## config.mk

```make
export PLATFORM = sky130hd
export DESIGN_NAME = spiq_fifo_status
export DESIGN_NICKNAME = d
export VERILOG_FILES = /design/src/rtl/spiq_pkg.sv /design/src/rtl/spiq_fifo.sv /design/src/rtl/spiq_flags.sv /design/src/rtl/spiq_fifo_status.sv
export SDC_FILE = /design/constraint.sdc
export NUM_CORES = 1
export LEC_CHECK = 0
export ABC_AREA = 1
export CAP_MARGIN = 40
export CELL_PAD_IN_SITES_DETAIL_PLACEMENT = 1
export CELL_PAD_IN_SITES_GLOBAL_PLACEMENT = 1
export CORE_MARGIN = 3
export CORE_UTILIZATION = 39
export DETAILED_ROUTE_END_ITERATION = 16
export PLACE_DENSITY_LB_ADDON = 0.1
export SLEW_MARGIN = 20
export SYNTH_ARGS = -nofsm -noshare
export SYNTH_HDL_FRONTEND = slang
export SYNTH_SLANG_ARGS = --single-unit
```

## constraint.sdc

```tcl
create_clock -name clk -period 3.4 [get_ports clk]
set_input_delay 1.02 -clock clk [delete_from_list [all_inputs] [get_ports clk]]
set_output_delay 1.02 -clock clk [all_outputs]
set_load 0.1 [all_outputs]
```

## src/rtl/spiq_pkg.sv

```systemverilog
package spiq_pkg;
  localparam int ADDR_W      = 2;
  localparam int CNT_FIELD_W = 4;

  typedef enum logic [ADDR_W-1:0] {
    A_CTRL = 2'd0,
    A_STAT = 2'd1,
    A_IEN  = 2'd2,
    A_DATA = 2'd3
  } spiq_addr_e;

  // control word positions
  localparam int B_HALT     = 0;
  localparam int B_FLUSH_RX = 10;
  localparam int B_FLUSH_TX = 11;
  localparam int B_OVW      = 24;

  // status / enable positions
  localparam int B_DRAIN     = 17;
  localparam int B_OVF       = 19;
  localparam int B_FILL      = 25;
  localparam int B_UNF       = 27;
  localparam int B_EOQ       = 28;
  localparam int B_RUN       = 30;
  localparam int B_TC        = 31;
  localparam int RXCNT_LSB   = 4;
  localparam int TXCNT_LSB   = 12;

  // sticky flag indices
  localparam int F_OVF = 0;
  localparam int F_UNF = 1;
  localparam int F_EOQ = 2;
  localparam int F_TC  = 3;
  localparam int N_STICKY = 4;

  typedef struct packed {
    logic tc;
    logic eoq;
    logic unf;
    logic fill;
    logic ovf;
    logic drain;
  } spiq_irq_t;
endpackage

```

## src/rtl/spiq_fifo.sv

```systemverilog
module spiq_fifo #(
  parameter int W     = 16,
  parameter int DEPTH = 4
) (
  input  logic                         clk,
  input  logic                         rst,
  input  logic                         flush,
  input  logic                         push,
  input  logic [W-1:0]                 push_data,
  input  logic                         pop,
  input  logic                         ovw_en,
  output logic [W-1:0]                 pop_data,
  output logic [$clog2(DEPTH+1)-1:0]   count,
  output logic                         full,
  output logic                         empty,
  output logic                         pop_ok,
  output logic                         overflow
);
  localparam int AW = (DEPTH > 1) ? $clog2(DEPTH) : 1;
  localparam int CW = $clog2(DEPTH+1);

  logic [W-1:0]  mem [DEPTH];
  logic [AW-1:0] wr_ptr, rd_ptr;
  logic [CW-1:0] cnt;
  logic          do_pop, do_push, do_ovw;

  function automatic logic [AW-1:0] step(input logic [AW-1:0] p);
    return (p == AW'(DEPTH-1)) ? '0 : p + AW'(1);
  endfunction

  assign empty    = (cnt == '0);
  assign full     = (cnt == CW'(DEPTH));
  assign count    = cnt;
  assign do_pop   = pop & ~empty & ~flush;
  assign do_push  = push & (~full | do_pop) & ~flush;
  assign overflow = push & full & ~do_pop & ~flush;
  assign do_ovw   = overflow & ovw_en;
  assign pop_ok   = do_pop;

  // storage and read port without reset so it can map to RAM
  always_ff @(posedge clk) begin
    if (do_push | do_ovw)
      mem[wr_ptr] <= push_data;
    if (pop)
      pop_data <= do_pop ? mem[rd_ptr] : '0;
  end

  always_ff @(posedge clk) begin
    if (rst || flush) begin
      wr_ptr <= '0;
      rd_ptr <= '0;
      cnt    <= '0;
    end else begin
      if (do_push | do_ovw)
        wr_ptr <= step(wr_ptr);
      if (do_pop | do_ovw)
        rd_ptr <= step(rd_ptr);
      cnt <= cnt + CW'(do_push) - CW'(do_pop);
    end
  end
endmodule

```

## src/rtl/spiq_flags.sv

```systemverilog
module spiq_flags
  import spiq_pkg::*;
(
  input  logic                clk,
  input  logic                rst,
  input  logic [N_STICKY-1:0] set,
  input  logic [N_STICKY-1:0] clr,
  input  logic                fill_req,
  input  logic                drain_req,
  input  spiq_irq_t           ien,
  output logic [N_STICKY-1:0] sticky,
  output logic                irq
);
  // one sticky cell per event; a set in the same cycle as a clear wins
  for (genvar i = 0; i < N_STICKY; i++) begin : g_flag
    always_ff @(posedge clk) begin
      if (rst)
        sticky[i] <= 1'b0;
      else if (set[i])
        sticky[i] <= 1'b1;
      else if (clr[i])
        sticky[i] <= 1'b0;
    end
  end

  spiq_irq_t src;
  always_comb begin
    src.tc    = sticky[F_TC];
    src.eoq   = sticky[F_EOQ];
    src.unf   = sticky[F_UNF];
    src.fill  = fill_req;
    src.ovf   = sticky[F_OVF];
    src.drain = drain_req;
  end

  always_ff @(posedge clk) begin
    if (rst)
      irq <= 1'b0;
    else
      irq <= |(6'(src) & 6'(ien));
  end
endmodule

```

## src/rtl/spiq_fifo_status.sv

```systemverilog
module spiq_fifo_status
  import spiq_pkg::*;
#(
  parameter int CMD_W = 16,
  parameter int RX_W  = 16,
  parameter int DEPTH = 4
) (
  input  logic              clk,
  input  logic              rst,
  input  logic              bus_wr,
  input  logic              bus_rd,
  input  logic [1:0]        bus_addr,
  input  logic [31:0]       bus_wdata,
  output logic [31:0]       bus_rdata,
  input  logic              eng_cmd_req,
  output logic              eng_cmd_vld,
  output logic [CMD_W-1:0]  eng_cmd_data,
  input  logic              eng_rx_vld,
  input  logic [RX_W-1:0]   eng_rx_data,
  input  logic              eng_eoq,
  input  logic              eng_done,
  output logic              irq
);
  localparam int CW = $clog2(DEPTH+1);

  logic                halt, ovw_pol;
  spiq_irq_t           ien;
  logic [CW-1:0]       tx_cnt, rx_cnt;
  logic                tx_full, tx_empty, rx_full, rx_empty;
  logic                tx_pop_ok, rx_pop_ok, tx_ovf_unused, rx_ovf;
  logic [RX_W-1:0]     rx_pop_data;
  logic [N_STICKY-1:0] sticky, set_v, clr_v;
  logic                wr_ctrl, wr_stat, wr_ien, wr_data, rd_data;
  logic                flush_rx, flush_tx, tx_pop, unf_evt;
  logic [31:0]         stat_w, ctrl_w, ien_w, rdata_q;
  logic                rd_pop_q;
  logic                unused_bits;

  assign wr_ctrl  = bus_wr & (bus_addr == A_CTRL);
  assign wr_stat  = bus_wr & (bus_addr == A_STAT);
  assign wr_ien   = bus_wr & (bus_addr == A_IEN);
  assign wr_data  = bus_wr & (bus_addr == A_DATA);
  assign rd_data  = bus_rd & (bus_addr == A_DATA);
  assign flush_rx = wr_ctrl & bus_wdata[B_FLUSH_RX];
  assign flush_tx = wr_ctrl & bus_wdata[B_FLUSH_TX];
  assign tx_pop   = eng_cmd_req & ~halt;
  assign unf_evt  = tx_pop & tx_empty;
  assign unused_bits = ^bus_wdata;

  spiq_fifo #(.W(CMD_W), .DEPTH(DEPTH)) u_txq (
    .clk(clk), .rst(rst), .flush(flush_tx),
    .push(wr_data), .push_data(bus_wdata[CMD_W-1:0]),
    .pop(tx_pop), .ovw_en(1'b0),
    .pop_data(eng_cmd_data), .count(tx_cnt),
    .full(tx_full), .empty(tx_empty),
    .pop_ok(tx_pop_ok), .overflow(tx_ovf_unused)
  );

  spiq_fifo #(.W(RX_W), .DEPTH(DEPTH)) u_rxq (
    .clk(clk), .rst(rst), .flush(flush_rx),
    .push(eng_rx_vld), .push_data(eng_rx_data),
    .pop(rd_data), .ovw_en(ovw_pol),
    .pop_data(rx_pop_data), .count(rx_cnt),
    .full(rx_full), .empty(rx_empty),
    .pop_ok(rx_pop_ok), .overflow(rx_ovf)
  );

  always_comb begin
    set_v        = '0;
    set_v[F_OVF] = rx_ovf;
    set_v[F_UNF] = unf_evt;
    set_v[F_EOQ] = eng_eoq;
    set_v[F_TC]  = eng_done;
    clr_v        = '0;
    if (wr_stat) begin
      clr_v[F_OVF] = bus_wdata[B_OVF];
      clr_v[F_UNF] = bus_wdata[B_UNF];
      clr_v[F_EOQ] = bus_wdata[B_EOQ];
      clr_v[F_TC]  = bus_wdata[B_TC];
    end
  end

  spiq_flags u_flags (
    .clk(clk), .rst(rst), .set(set_v), .clr(clr_v),
    .fill_req(~tx_full), .drain_req(~rx_empty),
    .ien(ien), .sticky(sticky), .irq(irq)
  );

  always_ff @(posedge clk) begin
    if (rst) begin
      halt    <= 1'b1;
      ovw_pol <= 1'b0;
      ien     <= '0;
    end else begin
      if (wr_ctrl) begin
        halt    <= bus_wdata[B_HALT];
        ovw_pol <= bus_wdata[B_OVW];
      end
      if (wr_ien) begin
        ien.tc    <= bus_wdata[B_TC];
        ien.eoq   <= bus_wdata[B_EOQ];
        ien.unf   <= bus_wdata[B_UNF];
        ien.fill  <= bus_wdata[B_FILL];
        ien.ovf   <= bus_wdata[B_OVF];
        ien.drain <= bus_wdata[B_DRAIN];
      end
    end
  end

  always_ff @(posedge clk) begin
    if (rst)
      eng_cmd_vld <= 1'b0;
    else
      eng_cmd_vld <= tx_pop_ok;
  end

  always_comb begin
    stat_w                              = '0;
    stat_w[B_TC]                        = sticky[F_TC];
    stat_w[B_RUN]                       = ~halt;
    stat_w[B_EOQ]                       = sticky[F_EOQ];
    stat_w[B_UNF]                       = sticky[F_UNF];
    stat_w[B_FILL]                      = ~tx_full;
    stat_w[B_OVF]                       = sticky[F_OVF];
    stat_w[B_DRAIN]                     = ~rx_empty;
    stat_w[TXCNT_LSB +: CNT_FIELD_W]    = CNT_FIELD_W'(tx_cnt);
    stat_w[RXCNT_LSB +: CNT_FIELD_W]    = CNT_FIELD_W'(rx_cnt);

    ctrl_w         = '0;
    ctrl_w[B_HALT] = halt;
    ctrl_w[B_OVW]  = ovw_pol;

    ien_w          = '0;
    ien_w[B_TC]    = ien.tc;
    ien_w[B_EOQ]   = ien.eoq;
    ien_w[B_UNF]   = ien.unf;
    ien_w[B_FILL]  = ien.fill;
    ien_w[B_OVF]   = ien.ovf;
    ien_w[B_DRAIN] = ien.drain;
  end

  always_ff @(posedge clk) begin
    if (rst) begin
      rdata_q  <= '0;
      rd_pop_q <= 1'b0;
    end else if (bus_rd) begin
      rd_pop_q <= (bus_addr == A_DATA);
      unique case (bus_addr)
        A_CTRL:  rdata_q <= ctrl_w;
        A_STAT:  rdata_q <= stat_w;
        A_IEN:   rdata_q <= ien_w;
        default: rdata_q <= '0;
      endcase
    end
  end

  assign bus_rdata = rd_pop_q ? 32'(rx_pop_data) : rdata_q;
endmodule

```

==> results.sh, run 1 <==
export IMPL_status="finished, final reports clean"
export IMPL_die_area_sq_mm=0.0233
export IMPL_crit_path_start_kind="flip-flop"
export IMPL_globalplace_congestion=0.752
export IMPL_drt_wl_total_microns=20100
export IMPL_syn_inst=759
export IMPL_min_path_type="reg2reg"
export IMPL_cts_resized=0
export IMPL_final_cells=1156
export IMPL_worst_slew_pin_slew_ns=0.726
export IMPL_path_max_fanout=15
export IMPL_cts_setup_buffers=0
export IMPL_cts_sinks=204
export IMPL_finalCriticalPeriod_ns=2.90
export IMPL_grt_pass1_vias=6101
export IMPL_crit_required_ns=2.38
export IMPL_fin_setup_tns_ns=0
export IMPL_diodes=0
export IMPL_port_buffers=90
export IMPL_power_frac_seq_pct=47.9
export IMPL_yosysSeqAreaShare_pct=67.8
export IMPL_max_cap_violations=0
export IMPL_rows=53
export IMPL_start_util_pct=39.8
export IMPL_core_area_sq_mm=0.0211
export IMPL_worst_skew_pair_late_latency_ns=0.51
export IMPL_slowest_delay_ns=0.70
export IMPL_cts_tree="yes"
export IMPL_cp_common_cell="buf_4"
export IMPL_vias_per_cell=4.88
export IMPL_num_io_pins=108
export IMPL_synth_cell_types=37
export IMPL_switching_power_mw=1.57
export IMPL_holdWs_ns=0.481
export IMPL_ys_flop_type="edfxtp_1"
export IMPL_sw_frac_of_total_pct=26.0
export IMPL_crit_chain="buf_4, nand2_1, inv_1, buf_4"
export IMPL_period_share_pct=85.4
export IMPL_grt_pass1_wl_microns=32600
export IMPL_yosys_warnings=0
export IMPL_final_util_pct=48.8
export IMPL_postCtsHoldBufs=0
export IMPL_cts_reportedPaths_clkPinSlew_ns=0.06
export IMPL_drt_iter0_markers=268
export IMPL_cp_top_family="flip-flops"
export IMPL_intPower_mw=4.46
export IMPL_finalNetCount=938
export IMPL_ir_drop_mv=0.331
export IMPL_grt_usage_pct=17.3
export IMPL_hpwlAfterDp_microns=13000
export IMPL_finalMaxSlewViolations=0
export IMPL_crit_buf_inv=3
export IMPL_leakage_nw=4.00
export IMPL_critPathArrivalTime_ns=1.88
export IMPL_power_density_mw_per_mm2=585
export IMPL_grt_max_degree=36
export IMPL_fill_cells=2267
export IMPL_drc=0
export IMPL_cp_slowest_cell="dfxtp_1"
export IMPL_drive_above_1_share_pct=15.2
export IMPL_overflow=0
export IMPL_avgSynthCellArea_sq_um=11.1
export IMPL_hold_violations=0
export IMPL_relSlewSlack_pct=51.5
export IMPL_fin_ws_ns=0.497
export IMPL_cts_root_buf="clkbuf_16"
export IMPL_rsz0062_at_grt="no"
export IMPL_syn_area_sq_mm=0.00839
export IMPL_async_flop_share_pct=0
export IMPL_synth_seq_cells=204
export IMPL_cts_buffer_depth=3
export IMPL_endpoint_kind="output pin"
export IMPL_antenna_left=0
export IMPL_crit_type="reg2out"
export IMPL_first_pass_iters=4
export IMPL_htree_levels=1
export IMPL_post_place_ws_ns=0.0370
export IMPL_avgRoutedWirePerCell_microns=17.4
export IMPL_place_inst=1114
export IMPL_clkPwrFrac_pct=39.2
export IMPL_numCtsBuffers=23
export IMPL_fin_skew_ns=0.00652
export IMPL_dieWidth_microns=153
export IMPL_synth_edf_count=160
export IMPL_antenna_found_initial=0
export IMPL_fmax_mhz=344
export IMPL_area_delta_synth_final_pct=22.6
export IMPL_die_h_microns=153
export IMPL_setup_viol=0
export IMPL_vias=5642
export IMPL_comb_power_share_pct=12.9
power groups by stage:
stage	Clock (mW)	Sequential, mW	Combinational (mW)
final	2.36	2.89	0.777
after detailed placement	0	2.94	0.783
after CTS	2.43	2.89	0.791
after global placement	0	2.93	0.756
after floorplan	0	2.95	0.520
after global routing	2.54	2.90	0.875
kinds of logic after synthesis:
| logic type | synth area share (%) |
|---|---|
| AOI/OAI and AO/OA | 9.90 |
| xor gates and xnor gates | 0.209 |
| adders and majority gates | 2.56 |
| buffers and inverters | 6.34 |
| DFF | 67.8 |
| muxes | 0.805 |
| other | 0.0447 |
| and+or+nand+nor | 12.4 |
placed cells by master (no fill, tap or decap), types with 2 or more instances in the layout:
master / instances
nand2_1: 54
clkinv_1: 3
o22ai_1: 3
clkbuf_1: 5
ha_1: 14
nor2_1: 167
edfxtp_1: 160
clkdlybuf4s50_1: 48
o21ai_0: 76
dfxtp_1: 44
o21ai_1: 12
a31oi_1: 2
buf_4: 63
conb_1: 8
clkinv_2: 4
nor2_2: 3
or2_2: 2
mux2_2: 6
nand3_1: 10
clkbuf_16: 24
inv_2: 8
fa_1: 2
a21oi_1: 62
nand4_1: 2
a211oi_1: 2
clkbuf_8: 4
inv_1: 68
buf_12: 4
nand2_4: 3
nand2_2: 6
path summary, 6_finish.rpt:
check                                     from        endpoint  slack [ns]  depth (start not counted)
worst max-delay path                  rd_pop_q   bus_rdata[11]        0.50                          4
worst max register to register  u_txq.count[2]  u_txq.count[2]        1.14                          9
worst min register to register     rdata_q[24]     rdata_q[24]        0.48                          2
worst min-delay path               rdata_q[24]     rdata_q[24]        0.48                          2
stage by stage:
step	power, mW	instance area, sq um
CTS	6.11	10300
global placement	3.69	9560
floorplan	3.47	8420
finish	6.02	10300
global route	6.32	10300
detailed placement	3.72	9560
flip-flops by register name, summed over array words and instances, names as in the netlist, 3 cells and up:
| register | flops |
|---|---|
| u_rxq.mem | 64 |
| u_txq.pop_data | 16 |
| u_rxq.count | 3 |
| ien | 6 |
| u_txq.mem | 64 |
| u_txq.count | 3 |
| rdata_q | 15 |
| u_rxq.pop_data | 16 |
| u_flags.sticky | 4 |
worst register-to-register path, stage by stage, from the launching register on:
cell and delay [ns]:
dfxtp_1 0.36, nor3_1 0.26, nand3b_2 0.18, inv_1 0.05
ha_1 0.27, inv_1 0.04, ha_1 0.19, fa_1 0.39
or2_2 0.31, a21oi_1 0.14
synth_stat cells, drive strengths merged (3+ instances only):
master    n  area, sq um
nand3    10         50.1
nor2    172          674
a21oi    62          310
mux2      6         67.6
inv      77          292
nand2    63          274
o21ai    89          457
ha       14          175
edfxtp  160         4800
buf      31          199
o22ai     3         18.8
dfxtp    44          881
clkbuf   11         41.3
cell type report:
| cell class | count | area [sq um] | area share, % |
|---|---|---|---|
| timing repair buffer | 115 | 1030 | 10.0 |
| multi-input combinational | 443 | 2200 | 21.4 |
| sequential | 204 | 5690 | 55.2 |
| clock buffer | 34 | 682 | 6.63 |
| inverter | 77 | 292 | 2.83 |
| clock inverter | 8 | 51.3 | 0.498 |
| tap | 275 | 344 | 3.34 |
per-layer routing:
metal  vias to the layer above  track usage [%]  share of wire (%)
met5                         -                0                  0
met1                      2774             22.5                 44
met2                        93             30.6                 50
met3                        28             2.84                3.8
met4                         0             3.73                1.8
li1                       2747                -                  -
(Power assumes the default switching activity.)
==> run 2, diff against run 1 <==
- CORE_UTILIZATION: 39 -> 45
- DONT_BUFFER_PORTS: not set -> 1
==> run 2 against run 1 <==
  * Non-clock buffer count is 71 lower
  * Worst setup slack worse by 0.069 ns
  * Power is 4.2% lower
  * Final area is 6.3% lower
  * Count of clock-buffer cells in the layout is 2 lower
  * Register-to-register slack worse by 0.16 ns
  * Critical path depth stayed put
  * Clock power is 7% lower
  * Clock skew is 0.014 ns higher
  * Final cell count is 10% lower
  * Global-route usage is 1.8 points higher
  * Hold slack worse by 0.0079 ns
  * Critical path type unchanged
==> results.sh, run 2 (synthesized netlist as in run 1, its figures left out) <==
export IMPL_cts_sinks=204
export IMPL_postCtsHoldBufs=0
export IMPL_slowest_delay_ns=0.63
export IMPL_crit_required_ns=2.38
export IMPL_core_area_sq_mm=0.0181
export IMPL_grt_max_degree=36
export IMPL_finalNetCount=867
export IMPL_power_mw=5.77
export IMPL_avgRoutedWirePerCell_microns=18.8
export IMPL_power_density_mw_per_mm2=599
export IMPL_antenna_left=0
export IMPL_hold_violations=0
export IMPL_final_common_cell="edfxtp_1"
export IMPL_grt_usage_pct=19.1
export IMPL_grt_util_met1_pct=24.2
export IMPL_multiInputGateArea_sq_mm=0.00223
export IMPL_seqCellArea_sq_mm=0.00569
export IMPL_fin_setup_tns_ns=0
export IMPL_port_buffers=0
export IMPL_area_delta_synth_final_pct=14.9
export IMPL_mostFrequentLayoutCells="edfxtp_1 (160), nor2_1 (159), o21ai_0 (76)"
export IMPL_grt_pass1_vias=5846
export IMPL_overflow=0
export IMPL_drt_iter0_markers=238
export IMPL_diodes=0
export IMPL_finalCriticalPeriod_ns=2.97
export IMPL_cp_slowest_cell="dfxtp_1"
export IMPL_finalMaxSlewViolations=0
export IMPL_numCtsBuffers=23
export IMPL_die_area_sq_mm=0.0203
export IMPL_leakage_nw=3.71
export IMPL_vias_per_cell=5.23
export IMPL_drc=0
export IMPL_top_regs="u_rxq.mem: 64 flops, u_txq.mem: 64 flops"
export IMPL_crit_type="reg2out"
export IMPL_start_util_pct=46.2
export IMPL_min_path_type="reg2reg"
export IMPL_dieWidth_microns=143
export IMPL_max_cap_violations=0
export IMPL_cp_common_cell="buf_4"
export IMPL_post_place_ws_ns=0.402
export IMPL_vias=5429
export IMPL_rsz0062_at_grt="no"
export IMPL_worst_skew_pair_late_latency_ns=0.51
export IMPL_cts_reportedPaths_clkPinSlew_ns=0.06
export IMPL_met2_usage_pct=32.8
export IMPL_critPathArrivalTime_ns=1.95
export IMPL_cp_top_family="buffers and inverters"
export IMPL_cts_resized=0
export IMPL_r2r_cells=11
export IMPL_htree_levels=1
export IMPL_fin_skew_ns=0.0204
export IMPL_drive_above_1_share_pct=14.1
export IMPL_crit_cells=4
export IMPL_relSlewSlack_pct=40.3
export IMPL_hold_path_depth=2
export IMPL_period_share_pct=87.4
export IMPL_fmax_mhz=336
export IMPL_busiest_layer="met2"
export IMPL_crit_path_start_kind="flip-flop"
export IMPL_cts_setup_buffers=0
export IMPL_endpoint_kind="output pin"
export IMPL_worst_slew_pin_slew_ns=0.897
export IMPL_drt_wl_total_microns=19500
export IMPL_cts_buffer_depth=3
export IMPL_cts_tree="yes"
export IMPL_status="finished, final reports clean"
export IMPL_first_pass_iters=4
export IMPL_ir_drop_mv=0.423
export IMPL_rows=49
export IMPL_antenna_found_initial=0
export IMPL_crit_buf_inv=2
export IMPL_crit_chain="buf_4, nand2_1, o21ai_2, buf_4"
export IMPL_fin_ws_ns=0.428
export IMPL_path_max_fanout=14
export IMPL_die_h_microns=143
export IMPL_cts_root_buf="clkbuf_16"
export IMPL_grt_pass1_wl_microns=30400
export IMPL_globalplace_congestion=0.776
export IMPL_hpwlAfterDp_microns=12600
export IMPL_num_io_pins=108
export IMPL_use_met3_pct=4.81
export IMPL_fill_cells=1954
export IMPL_setup_viol=0
==> run 2: changes by cell type in the layout (fill, tap and decap cells not counted), moves of 4 or more <==
cell,delta
buf_12,-4
buf_16,+5
nor2_2,+8
buf_4,-29
clkdlybuf4s50_1,-48
nor2_1,-8
==> run 2: area by class of cell <==
type                    count  share of cell area, %
clock buffers              32                   6.42
clock inverters             9                  0.441
inverters                  77                   3.02
multi-input cells         443                   23.1
flip-flops and latches    204                   59.0
well taps                 229                   2.97
repair buffers             44                   5.06
==> run 2: routing by layer <==
metal	up-vias	wire length, microns
li1	2605	-
met1	2682	8630
met2	108	9440
met3	34	998
met4	0	411
met5	-	0
==> run 2: report_power, final <==
part | switching [mW] | internal [mW] | leakage, nW | total (mW)
logic | 0.502 | 0.176 | 1.55 | 0.679
registers | 0.0717 | 2.83 | 1.83 | 2.90
clock network | 0.925 | 1.27 | 0.324 | 2.19
==> run 2: worst min-delay path, cell delays in order, from the launching register on <==
cell     delay (ns)
dfxtp_1        0.32
nand2_1        0.06
a21oi_1        0.05
==> run 2: path summary, 6_finish.rpt <==
kind / from / slack, ns / to
worst max-delay path: rd_pop_q / 0.43 / bus_rdata[0]
worst min-delay path: u_flags.sticky[1] / 0.47 / u_flags.sticky[1]
worst max register to register: u_rxq.count[1] / 0.98 / u_rxq.count[2]
worst min register to register: u_flags.sticky[1] / 0.47 / u_flags.sticky[1]
==> run 2: metrics by stage <==
step / cell area [sq um] / instances / util [%] / hold slack [ns]
6_report: 9640 / 1038 / 53.1 / 0.473
3_5_place_dp: 8930 / 995 / 49.2 / 0.461
5_1_grt: 9640 / 1038 / 53.1 / 0.500
3_3_place_gp: 8750 / 987 / 48.2 / 0.450
4_1_cts: 9590 / 1036 / 52.8 / 0.470
2_1_floorplan: 8420 / 766 / - / 0.439
==> run 3, diff against run 2 <==
- CTS_CLUSTER_SIZE: not set -> 8
- PLACE_DENSITY_LB_ADDON: 0.1 -> 0.15
- SYNTH_HIERARCHICAL: not set -> 1
==> run 3 against run 2 <==
  * Power grew 8.3%
  * Routed wire length rose by 6.1%
  * Critical path depth down 2
  * Flip-flop and latch count did not move
  * Sequential power barely moved
  * Register-to-register slack improved by 0.39 ns
  * Critical endpoint is now bus_rdata[6]
  * Largest power group unchanged
==> results.sh, run 3 <==
export IMPL_status="finished, final reports clean"
export IMPL_power_density_mw_per_mm2=623
export IMPL_crit_buf_inv=1
export IMPL_endpoint_kind="output pin"
export IMPL_crit_required_ns=2.38
export IMPL_yosys_warnings=6
export IMPL_antenna_left=0
export IMPL_cts_resized=0
export IMPL_max_cap_violations=0
export IMPL_vias_per_cell=5.19
export IMPL_worst_slew_pin_slew_ns=0.896
export IMPL_globalplace_congestion=0.772
export IMPL_diodes=0
export IMPL_fin_setup_tns_ns=0
export IMPL_worst_skew_pair_late_latency_ns=0.53
export IMPL_syn_area_sq_mm=0.00869
export IMPL_path_max_fanout=25
export IMPL_cts_setup_buffers=0
export IMPL_grt_max_degree=36
export IMPL_rows=50
export IMPL_drc=0
export IMPL_numCtsBuffers=29
export IMPL_htree_levels=1
export IMPL_die_h_microns=145
export IMPL_finalNetCount=907
export IMPL_critPathArrivalTime_ns=1.79
export IMPL_finalCriticalPeriod_ns=2.81
export IMPL_die_area_sq_mm=0.0210
export IMPL_drive_above_1_share_pct=13.1
export IMPL_fmax_mhz=355
export IMPL_first_pass_iters=4
export IMPL_period_share_pct=82.8
export IMPL_post_place_ws_ns=0.230
export IMPL_cts_reportedPaths_clkPinSlew_ns=0.05
export IMPL_avgSynthCellArea_sq_um=10.9
export IMPL_postCtsHoldBufs=0
export IMPL_fin_ws_ns=0.585
export IMPL_drt_wl_total_microns=20700
export IMPL_fill_cells=2001
export IMPL_placed_cell_area_sq_mm=0.00916
export IMPL_start_util_pct=46.1
export IMPL_avgRoutedWirePerCell_microns=18.6
export IMPL_ir_drop_mv=0.367
export IMPL_cp_slowest_cell="mux2_2"
export IMPL_crit_chain="buf_4, mux2_2"
export IMPL_overflow=0
export IMPL_grt_pass1_wl_microns=33000
export IMPL_leakage_nw=3.91
export IMPL_mostFrequentLayoutCells="nor2_1 (170), edfxtp_1 (160), inv_1 (79)"
export IMPL_final_area_sq_mm=0.0100
export IMPL_hpwlAfterDp_microns=13000
export IMPL_area_delta_synth_final_pct=15.5
export IMPL_hold_violations=0
export IMPL_top_regs="u_rxq/mem: 64 flops, u_txq/mem: 64 flops"
export IMPL_min_path_type="reg2reg"
export IMPL_slowest_delay_ns=0.61
export IMPL_final_cells=1113
export IMPL_final_common_cell="nor2_1"
export IMPL_cp_top_family="multiplexers"
export IMPL_core_area_sq_mm=0.0188
export IMPL_finalMaxSlewViolations=0
export IMPL_r2r_slack_ns=1.37
export IMPL_dieWidth_microns=145
export IMPL_grt_pass1_vias=6343
export IMPL_cts_sinks=204
export IMPL_rsz0062_at_grt="no"
export IMPL_place_inst=1061
export IMPL_cts_tree="yes"
export IMPL_vias=5782
export IMPL_cts_root_buf="clkbuf_16"
export IMPL_drt_iter0_markers=250
export IMPL_relSlewSlack_pct=40.4
export IMPL_antenna_found_initial=0
export IMPL_port_buffers=0
export IMPL_num_io_pins=108
export IMPL_holdWs_ns=0.477
export IMPL_grt_usage_pct=19.4
export IMPL_crit_type="reg2out"
export IMPL_cts_buffer_depth=3
export IMPL_setup_viol=0
export IMPL_fin_skew_ns=0.0127
export IMPL_syn_inst=796
export IMPL_crit_path_start_kind="flip-flop"
-- run 3: tightest hold or removal path, stage by stage (launching register included) --
cell	delay [ns]
dfxtp_1	0.32
nand2_1	0.06
a21oi_1	0.05
-- run 3: final timing paths --
check | depth (start not counted) | endpoint | startpoint
worst max-delay path | 2 | bus_rdata[6] | rd_pop_q
worst min-delay path | 2 | ien[0] | ien[0]
worst min register to register | 2 | ien[0] | ien[0]
worst max register to register | 11 | u_txq/count[2] | halt
-- run 3: power breakdown --
| part | internal (mW) | leakage, nW | switching, mW | total (mW) |
|---|---|---|---|---|
| Sequential | 2.83 | 1.83 | 0.0778 | 2.91 |
| Clock | 1.66 | 0.405 | 1.01 | 2.67 |
| Combinational | 0.171 | 1.68 | 0.492 | 0.663 |
| Total | 4.66 | 3.91 | 1.58 | 6.25 |
-- run 3: per-layer routing --
| layer | up-vias | wire length, microns | global-route usage (%) |
|---|---|---|---|
| met4 | 0 | 442 | 5.13 |
| met1 | 2875 | 8190 | 21.8 |
| li1 | 2726 | - | - |
| met2 | 142 | 10900 | 36.8 |
| met3 | 39 | 1120 | 4.56 |
| met5 | - | 0 | 0 |
-- run 3: per-stage QoR --
| step | power, mW | util [%] |
|---|---|---|
| final | 6.25 | 53.3 |
| after global routing | 6.50 | 53.3 |
| after CTS | 6.33 | 53.1 |
| after detailed placement | 3.62 | 48.6 |
| after global placement | 3.57 | 47.9 |
| after floorplan | 3.48 | - |
-- run 3: layout make-up --
| cell class | instances | area [sq um] | area share (%) |
|---|---|---|---|
| Clock inverter | 2 | 50.0 | 0.499 |
| Tap cell | 260 | 325 | 3.24 |
| Multi-Input combinational cell | 471 | 2420 | 24.1 |
| Sequential cell | 204 | 5690 | 56.7 |
| Inverter | 86 | 330 | 3.29 |
| Timing Repair Buffer | 41 | 420 | 4.19 |
| Clock buffer | 49 | 801 | 7.98 |
